<file path="config.mk">
export PLATFORM = sky130hd
export DESIGN_NAME = ser_word_tx
export DESIGN_NICKNAME = d
export VERILOG_FILES = /design/src/rtl/ser_word_tx_pkg.sv /design/src/rtl/tx_word_capture.sv /design/src/rtl/tx_word_shifter.sv /design/src/rtl/tx_loop_mux.sv /design/src/rtl/ser_word_tx.sv
export SDC_FILE = /design/constraint.sdc
export NUM_CORES = 1
export LEC_CHECK = 0
export BUFFER_PORTS_ARGS = -buffer_cell sky130_fd_sc_hd__clkbuf_2
export CORE_MARGIN = 4
export CORE_UTILIZATION = 39
export DETAILED_ROUTE_END_ITERATION = 8
export GPL_TIMING_DRIVEN = 0
export PLACE_DENSITY = 0.66
export SYNTH_ARGS = -nofsm -noshare
export SYNTH_HDL_FRONTEND = slang
export SYNTH_SLANG_ARGS = --single-unit
export TNS_END_PERCENT = 100
</file>
<file path="constraint.sdc">
create_clock -name clk -period 1.5 [get_ports clk]
set_clock_uncertainty 0.05 [all_clocks]
set_input_delay 0.375 -clock clk [delete_from_list [all_inputs] [get_ports clk]]
set_output_delay 0.375 -clock clk [all_outputs]
set_load 0.02 [all_outputs]
</file>
<file path="src/rtl/ser_word_tx_pkg.sv">
package ser_word_tx_pkg;
    typedef enum logic {
        SH_IDLE = 1'b0,
        SH_SEND = 1'b1
    } sh_state_e;
endpackage

</file>
<file path="src/rtl/tx_word_capture.sv">
module tx_word_capture #(
    parameter int WORD_W = 10
) (
    input  logic              clk,
    input  logic              rst,
    input  logic              word_stb,
    input  logic [WORD_W-1:0] word_in,
    input  logic              load_take,
    output logic [WORD_W-1:0] cap_word,
    output logic              cap_pend
);
    // A new strobe always wins over the shifter taking the old word.
    always_ff @(posedge clk) begin
        if (rst) begin
            cap_word <= '0;
            cap_pend <= 1'b0;
        end else if (word_stb) begin
            cap_word <= word_in;
            cap_pend <= 1'b1;
        end else if (load_take) begin
            cap_pend <= 1'b0;
        end
    end
endmodule

</file>
<file path="src/rtl/tx_word_shifter.sv">
module tx_word_shifter
    import ser_word_tx_pkg::*;
#(
    parameter int   WORD_W     = 10,
    parameter logic STATIC_LVL = 1'b0
) (
    input  logic              clk,
    input  logic              rst,
    input  logic [WORD_W-1:0] cap_word,
    input  logic              cap_pend,
    output logic              load_take,
    output logic              busy,
    output logic              stream
);
    localparam int CNT_W = (WORD_W > 1) ? $clog2(WORD_W) : 1;
    localparam logic [CNT_W-1:0] LAST_BIT = CNT_W'(WORD_W - 1);

    sh_state_e         state, nxt;
    logic [WORD_W-1:0] shreg;
    logic [CNT_W-1:0]  bit_cnt;
    logic              at_last;

    assign at_last = (bit_cnt == LAST_BIT);

    // state register
    always_ff @(posedge clk) begin
        if (rst) state <= SH_IDLE;
        else     state <= nxt;
    end

    // datapath registers
    always_ff @(posedge clk) begin
        if (rst) begin
            shreg   <= '0;
            bit_cnt <= '0;
        end else if (load_take) begin
            shreg   <= cap_word;
            bit_cnt <= '0;
        end else if (state == SH_SEND) begin
            shreg   <= shreg >> 1;
            bit_cnt <= bit_cnt + 1'b1;
        end
    end

    // transitions: LOAD_FIRST, RELOAD, DRAIN
    always_comb begin
        nxt       = state;
        load_take = 1'b0;
        unique case (state)
            SH_IDLE: begin
                if (cap_pend) begin
                    load_take = 1'b1;
                    nxt       = SH_SEND;
                end
            end
            SH_SEND: begin
                if (at_last) begin
                    if (cap_pend) load_take = 1'b1;
                    else          nxt       = SH_IDLE;
                end
            end
            default: nxt = SH_IDLE;
        endcase
    end

    // outputs
    always_comb begin
        busy   = (state == SH_SEND);
        stream = busy ? shreg[0] : STATIC_LVL;
    end
endmodule

</file>
<file path="src/rtl/tx_loop_mux.sv">
module tx_loop_mux #(
    parameter logic STATIC_LVL = 1'b0
) (
    input  logic loop_en,
    input  logic stream,
    input  logic ext_rx_in,
    output logic ser_tx_out,
    output logic rx_ser_out
);
    always_comb begin
        if (loop_en) begin
            ser_tx_out = STATIC_LVL;
            rx_ser_out = stream;
        end else begin
            ser_tx_out = stream;
            rx_ser_out = ext_rx_in;
        end
    end
endmodule

</file>
<file path="src/rtl/ser_word_tx.sv">
module ser_word_tx #(
    parameter int   WORD_W     = 10,
    parameter logic STATIC_LVL = 1'b0
) (
    input  logic              clk,
    input  logic              rst,
    input  logic [WORD_W-1:0] word_in,
    input  logic              word_stb,
    input  logic              loop_en,
    input  logic              ext_rx_in,
    output logic              ser_tx_out,
    output logic              rx_ser_out
);
    logic [WORD_W-1:0] cap_word;
    logic              cap_pend;
    logic              load_take;
    logic              shift_busy;
    logic              tx_stream;

    tx_word_capture #(.WORD_W(WORD_W)) u_cap (
        .clk(clk), .rst(rst), .word_stb(word_stb), .word_in(word_in),
        .load_take(load_take), .cap_word(cap_word), .cap_pend(cap_pend)
    );

    tx_word_shifter #(.WORD_W(WORD_W), .STATIC_LVL(STATIC_LVL)) u_shift (
        .clk(clk), .rst(rst), .cap_word(cap_word), .cap_pend(cap_pend),
        .load_take(load_take), .busy(shift_busy), .stream(tx_stream)
    );

    tx_loop_mux #(.STATIC_LVL(STATIC_LVL)) u_mux (
        .loop_en(loop_en), .stream(tx_stream), .ext_rx_in(ext_rx_in),
        .ser_tx_out(ser_tx_out), .rx_ser_out(rx_ser_out)
    );
endmodule

</file>
# Yosys cells after proc, flatten, opt, wreduce, memory -nomap -nowiden
# Cells that the tools add are included.
# totals
register_bits,26
latch_bits,0
mem_bits_rw,0
rom_bits,0
out_inout_bits,2
elab_cells,23
memories,0
# op_classes
addsub,1
n_mul,0
div_mod_pow,0
n_lt_le_gt_ge,0
eq_ne,1
shifts,0
n_mux,12
n_bitwise,1
reduce_logical,3
# op_table
op,n
$mux 10,2
$mux 1,8
$add 4x1->4 const B,1
$eq 4x4->1 const B,1
$pmux 1 s2,2
$reduce_bool 2->1,2
$reduce_or 2->1,1
$not 1->1,1

# Longest topological paths before layout
# logic_depth
depth_word,5
ltp_mapped,6
mapped_depth_nobuf,5

# Cells and area by module
# A second synthesis with hierarchy kept.
# hier_totals
hier_cells,135
area_unflattened_um2,1323.8
# by_module_without_submodules
module,n_inst,cells_each,area_per_inst_um2
tx_word_shifter,1,97,910.9
tx_word_capture,1,36,389.1
tx_loop_mux,1,2,23.8

# Worst setup path before layout
# Ideal clock, no wire load.
# synth_path
kind,register -> register
from,reg u_shift.bit_cnt[1]
to,reg u_shift.shreg[7]
setup_ps,124
t_arrival_ps,1204
required_time_ps,1326
slack_ps,122
stages_incl_launch_ff,6
n_path_buf,1
period_less_slack_ps,1378
path_cell_list,dfxtp_1 inv_1 ha_1 and4b_1 buf_6 o311a_2
# synth_between
elab_chain_cells,4
word_cells_on_any_way,5
cone_classes,eq/ne: 1; mux: 3; reduce/logical: 1
# synth_lines
element,line,rtl
from (decl),tx_word_shifter.sv:20,logic [CNT_W-1:0] bit_cnt;
from (signal assigned),tx_word_shifter.sv:41,bit_cnt <= bit_cnt + 1'b1;
$eq 4x4->1 *,tx_word_shifter.sv:23,assign at_last = (bit_cnt == LAST_BIT);
$mux 1 *,tx_word_shifter.sv:57,if (at_last) begin
$pmux 1 s2 *,tx_word_shifter.sv:49,unique case (state)
$mux 10 or $reduce_bool 2->1 (tied branches),-,
to (signal assigned),tx_word_shifter.sv:37,shreg <= cap_word;
to (signal assigned),tx_word_shifter.sv:40,shreg <= shreg >> 1;
to (decl),tx_word_shifter.sv:19,logic [WORD_W-1:0] shreg;
# Mark *: on every way between the ends. The rest lies on a longest branch, timed or not.
# A chain may end at the register's enable or synchronous reset.

# Worst setup path after layout
# layout_path
from,reg u_shift.bit_cnt[1]
to,reg u_shift.shreg[0]
# The elaborated chain is that of the path after synthesis.

==> impl_metrics.py <==
metrics = {
    "run_status": {
        "status": "complete, no violations",
    },
    "final_layout": {
        "multiInputGateArea_um2": 634.4,
        "diodes": 0,
        "drive_gt1_share_pct": 26.32,
        "final_cell_area_um2": 1441,
        "area_growth_pct": 16.13,
        "nets": 171,
        "fillers": 319,
        "seq_area_um2": 524.3,
    },
    "timing": {
        "timing.slew.headroom_pct": 69.09,
        "hold_viol": 0,
        "tightest_slew_ns": 0.4636,
        "fmax_mhz": 691.3,
        "report.final.slew_viol_count": 0,
        "setup_violations": 0,
        "period_share_pct": 96.44,
        "layout_min_cycle_time_ns": 1.447,
    },
    "floorplanning": {
        "die_x_um": 64.42,
        "io_pins": 17,
        "die_h_um": 64.42,
        "dieArea_um2": 4149,
        "initial_core_util_pct": 40.66,
        "core_um2": 3053,
        "rows": 20,
    },
    "route": {
        "ant_nets": 0,
        "wirelength_um": 2676,
        "drc": 0,
        "drt_iter0_drc": 40,
        "via_count": 1016,
        "routedWlPerCell_um": 13.65,
        "vias_per_cell": 5.184,
        "dr.pass1.iters": 4,
    },
    "flow_run": {
        "maxCapViolations": 0,
    },
    "synth": {
        "yosys.area.top_type": "dfxtp_1",
        "synth_seq_cells": 26,
        "synthCells": 131,
        "syn-cell-area_um2": 1241,
        "seq_area_frac_synth_pct": 41.94,
        "synth.avg_cell_area_um2": 9.475,
        "synth.distinct_cells": 28,
        "syn_nets": 148,
        "synth_area_leaders": "dfxtp_1 42%, mux2i_1 15%, a221oi_2 4.8%",
        "ys_warn_count": 0,
        "synth_top_cell_area_share_pct": 41.94,
    },
    "setup_path": {
        "slowest_delay_ns": 0.37,
        "critPathMaxFanout": 5,
        "path_cells": "inv_1 -> ha_2 -> and4b_1 -> buf_6 -> a221oi_2 -> o21a_1",
        "worstPathArrival_ns": 1.67,
        "cp-start-kind": "flip-flop",
        "slowest_stage": "dfxtp_2",
        "required_ns": 1.72,
        "endpoint_kind": "flip-flop",
        "r2r_slack_ns": 0.05,
        "worst_r2r_path_depth": 6,
        "r2r-start": "u_shift.bit_cnt[1]",
        "r2r-end": "u_shift.shreg[0]",
        "path_class": "flip-flop to flip-flop",
    },
    "hold_path": {
        "hold_start": "word_in[1]",
        "whs_path_depth": 3,
        "hold_end": "u_cap.cap_word[1]",
        "worst_hold_path_type": "input pin to flip-flop",
    },
    "global_routing": {
        "grt_use_total_pct": 13.61,
        "grt_max_degree": 14,
        "antenna_found_initial": 0,
        "grt_pass1_vias": 995,
        "grt_overflow": 0,
        "grt_pass1_wl_um": 4464,
    },
    "clock_network": {
        "holdBufCountCts": 0,
        "clk_pin_slew_ns": 0.13,
        "clockBufferDepth": 2,
        "cts_root_buf": "clkbuf_4",
        "insertion_delay_ns": 0.32,
        "cts_tree": "done",
        "clock_sinks": 26,
        "cts_buffers": 3,
        "cts_max_level": 1,
    },
    "power": {
        "power.total_mw": 1.263,
        "ir_drop_mv": 0.4813,
        "power_leakage_nw": 0.6193,
        "power.density_nw_per_um2": 876.1,
    },
    "placement": {
        "place.gp.congestion": 0.7275,
        "numPortBuffers": 15,
        "hpwl_um": 1887,
        "placed_area_um2": 1371,
    },
}
==> synthesized netlist by cell type <==
library cell   n
a211oi_1       4
a21o_1         1
a21oi_1        7
a221oi_2       4
a31oi_1        1
and4b_1        1
buf_1          1
buf_2          3
buf_4          1
buf_6          2
clkbuf_1       2
dfxtp_1       26
ha_1           2
inv_1         11
mux2i_1       19
nand2_1        8
nand3_1        1
nand3b_1       1
nand4_1        1
nand4b_1       1
nor2_1        14
o211a_1        3
o21a_1         4
o21ai_0        8
o221a_2        1
o311a_2        1
xnor2_1        1
xor2_1         2
==> worst max-delay path, delay by kind of cell (launching register included) <==
kind                     cells  cell delay (ns)
flip-flops                   1             0.37
adder cells (fa/ha/maj)      1             0.17
AND/OR/NAND/NOR              1             0.20
buffers and inverters        2             0.19
AO/OA/AOI/OAI                2             0.41
==> registers in the layout, indices dropped and copies added (netlist names) <==
signal / flops
u_cap.cap_pend: 1
u_shift.bit_cnt: 4
u_shift.shreg: 10
u_cap.cap_word: 10
u_shift.busy: 1
==> kinds of logic (layout without fill, tap and decap cells) <==
| logic type | Yosys count | in the layout | share of synthesized area (%) |
|---|---|---|---|
| simple gates | 27 | 27 | 9.678 |
| mux | 19 | 19 | 15.32 |
| fa+ha+maj | 2 | 2 | 2.016 |
| flops | 26 | 26 | 41.94 |
| compound gates | 34 | 34 | 21.07 |
| buf+inv | 20 | 41 | 7.863 |
| xor+xnor | 3 | 3 | 2.117 |
==> metrics by stage <==
| stage | hold WS, ns | setup WS, ns | util [%] | cells | setup TNS, ns |
|---|---|---|---|---|---|
| final | 0.2304 | 0.05335 | 47.21 | 196 | 0 |
| after global placement | 0.4003 | 0.03109 | 44.92 | 190 | 0 |
| after floorplan | 0.3821 | 0.1225 | - | 131 | 0 |
| after global routing | 0.2324 | -0.01017 | 47.21 | 196 | -0.01017 |
| after CTS | 0.2291 | -0.02721 | 46.89 | 195 | -0.03667 |
| after detailed placement | 0.4125 | -0.04377 | 44.92 | 190 | -0.04377 |
==> final cells by class <==
class | count | share of cell area (%)
plain buffers | 8 | 3.646
clock buffers | 3 | 1.563
inverters | 11 | 2.865
multi-input cells | 85 | 44.01
flip-flops and latches | 26 | 36.37
well taps | 44 | 3.819
repair buffers | 19 | 7.726
==> cell usage in the layout, fill, tap and decap left out, drive strengths merged, types with 7 or more instances in the layout <==
master,n
dfxtp,26
clkbuf,17
nor2,14
inv,11
nand2,8
o21ai,8
a21oi,7
buf,13
mux2i,19
==> where the power goes <==
part | switching, mW | total [mW] | internal, mW | leakage (nW)
registers | 0.0334 | 0.768 | 0.734 | 0.215
logic | 0.109 | 0.209 | 0.100 | 0.391
clock network | 0.192 | 0.286 | 0.0941 | 0.0138
total | 0.334 | 1.26 | 0.928 | 0.619
==> routing by layer <==
metal  vias to the layer above  wire (um)  part of all wire (%)  track usage (%)
li1                        505          -                     -                -
met4                         0         27                   1.0            4.222
met2                        24       1336                    50            22.81
met1                       485       1195                    45            16.88
met3                         2        116                   4.3            3.813
met5                         -          0                     0                0
==> worst max path at each step <==
stage | startpoint | endpoint | slack [ns] | depth (start not counted)
4_1_cts | u_shift.busy | rx_ser_out | -0.03 | 4
3_5_place_dp | u_shift.busy | rx_ser_out | -0.04 | 4
5_1_grt | u_shift.bit_cnt[1] | u_shift.shreg[2] | -0.01 | 6
6_report | u_shift.bit_cnt[1] | u_shift.shreg[0] | 0.05 | 6
3_3_place_gp | u_shift.busy | rx_ser_out | 0.03 | 4
2_1_floorplan | u_shift.bit_cnt[1] | u_shift.shreg[7] | 0.12 | 5
==> what timing repair did <==
item	4_1_cts	5_1_grt
setup buffers	2	1
gates resized for setup	9	6
setup endpoints to repair	3	7
endpoints found under the hold margin	0	0
pin swaps	0	2
cloned	0	1
Power figures use the tool's default switching activity.
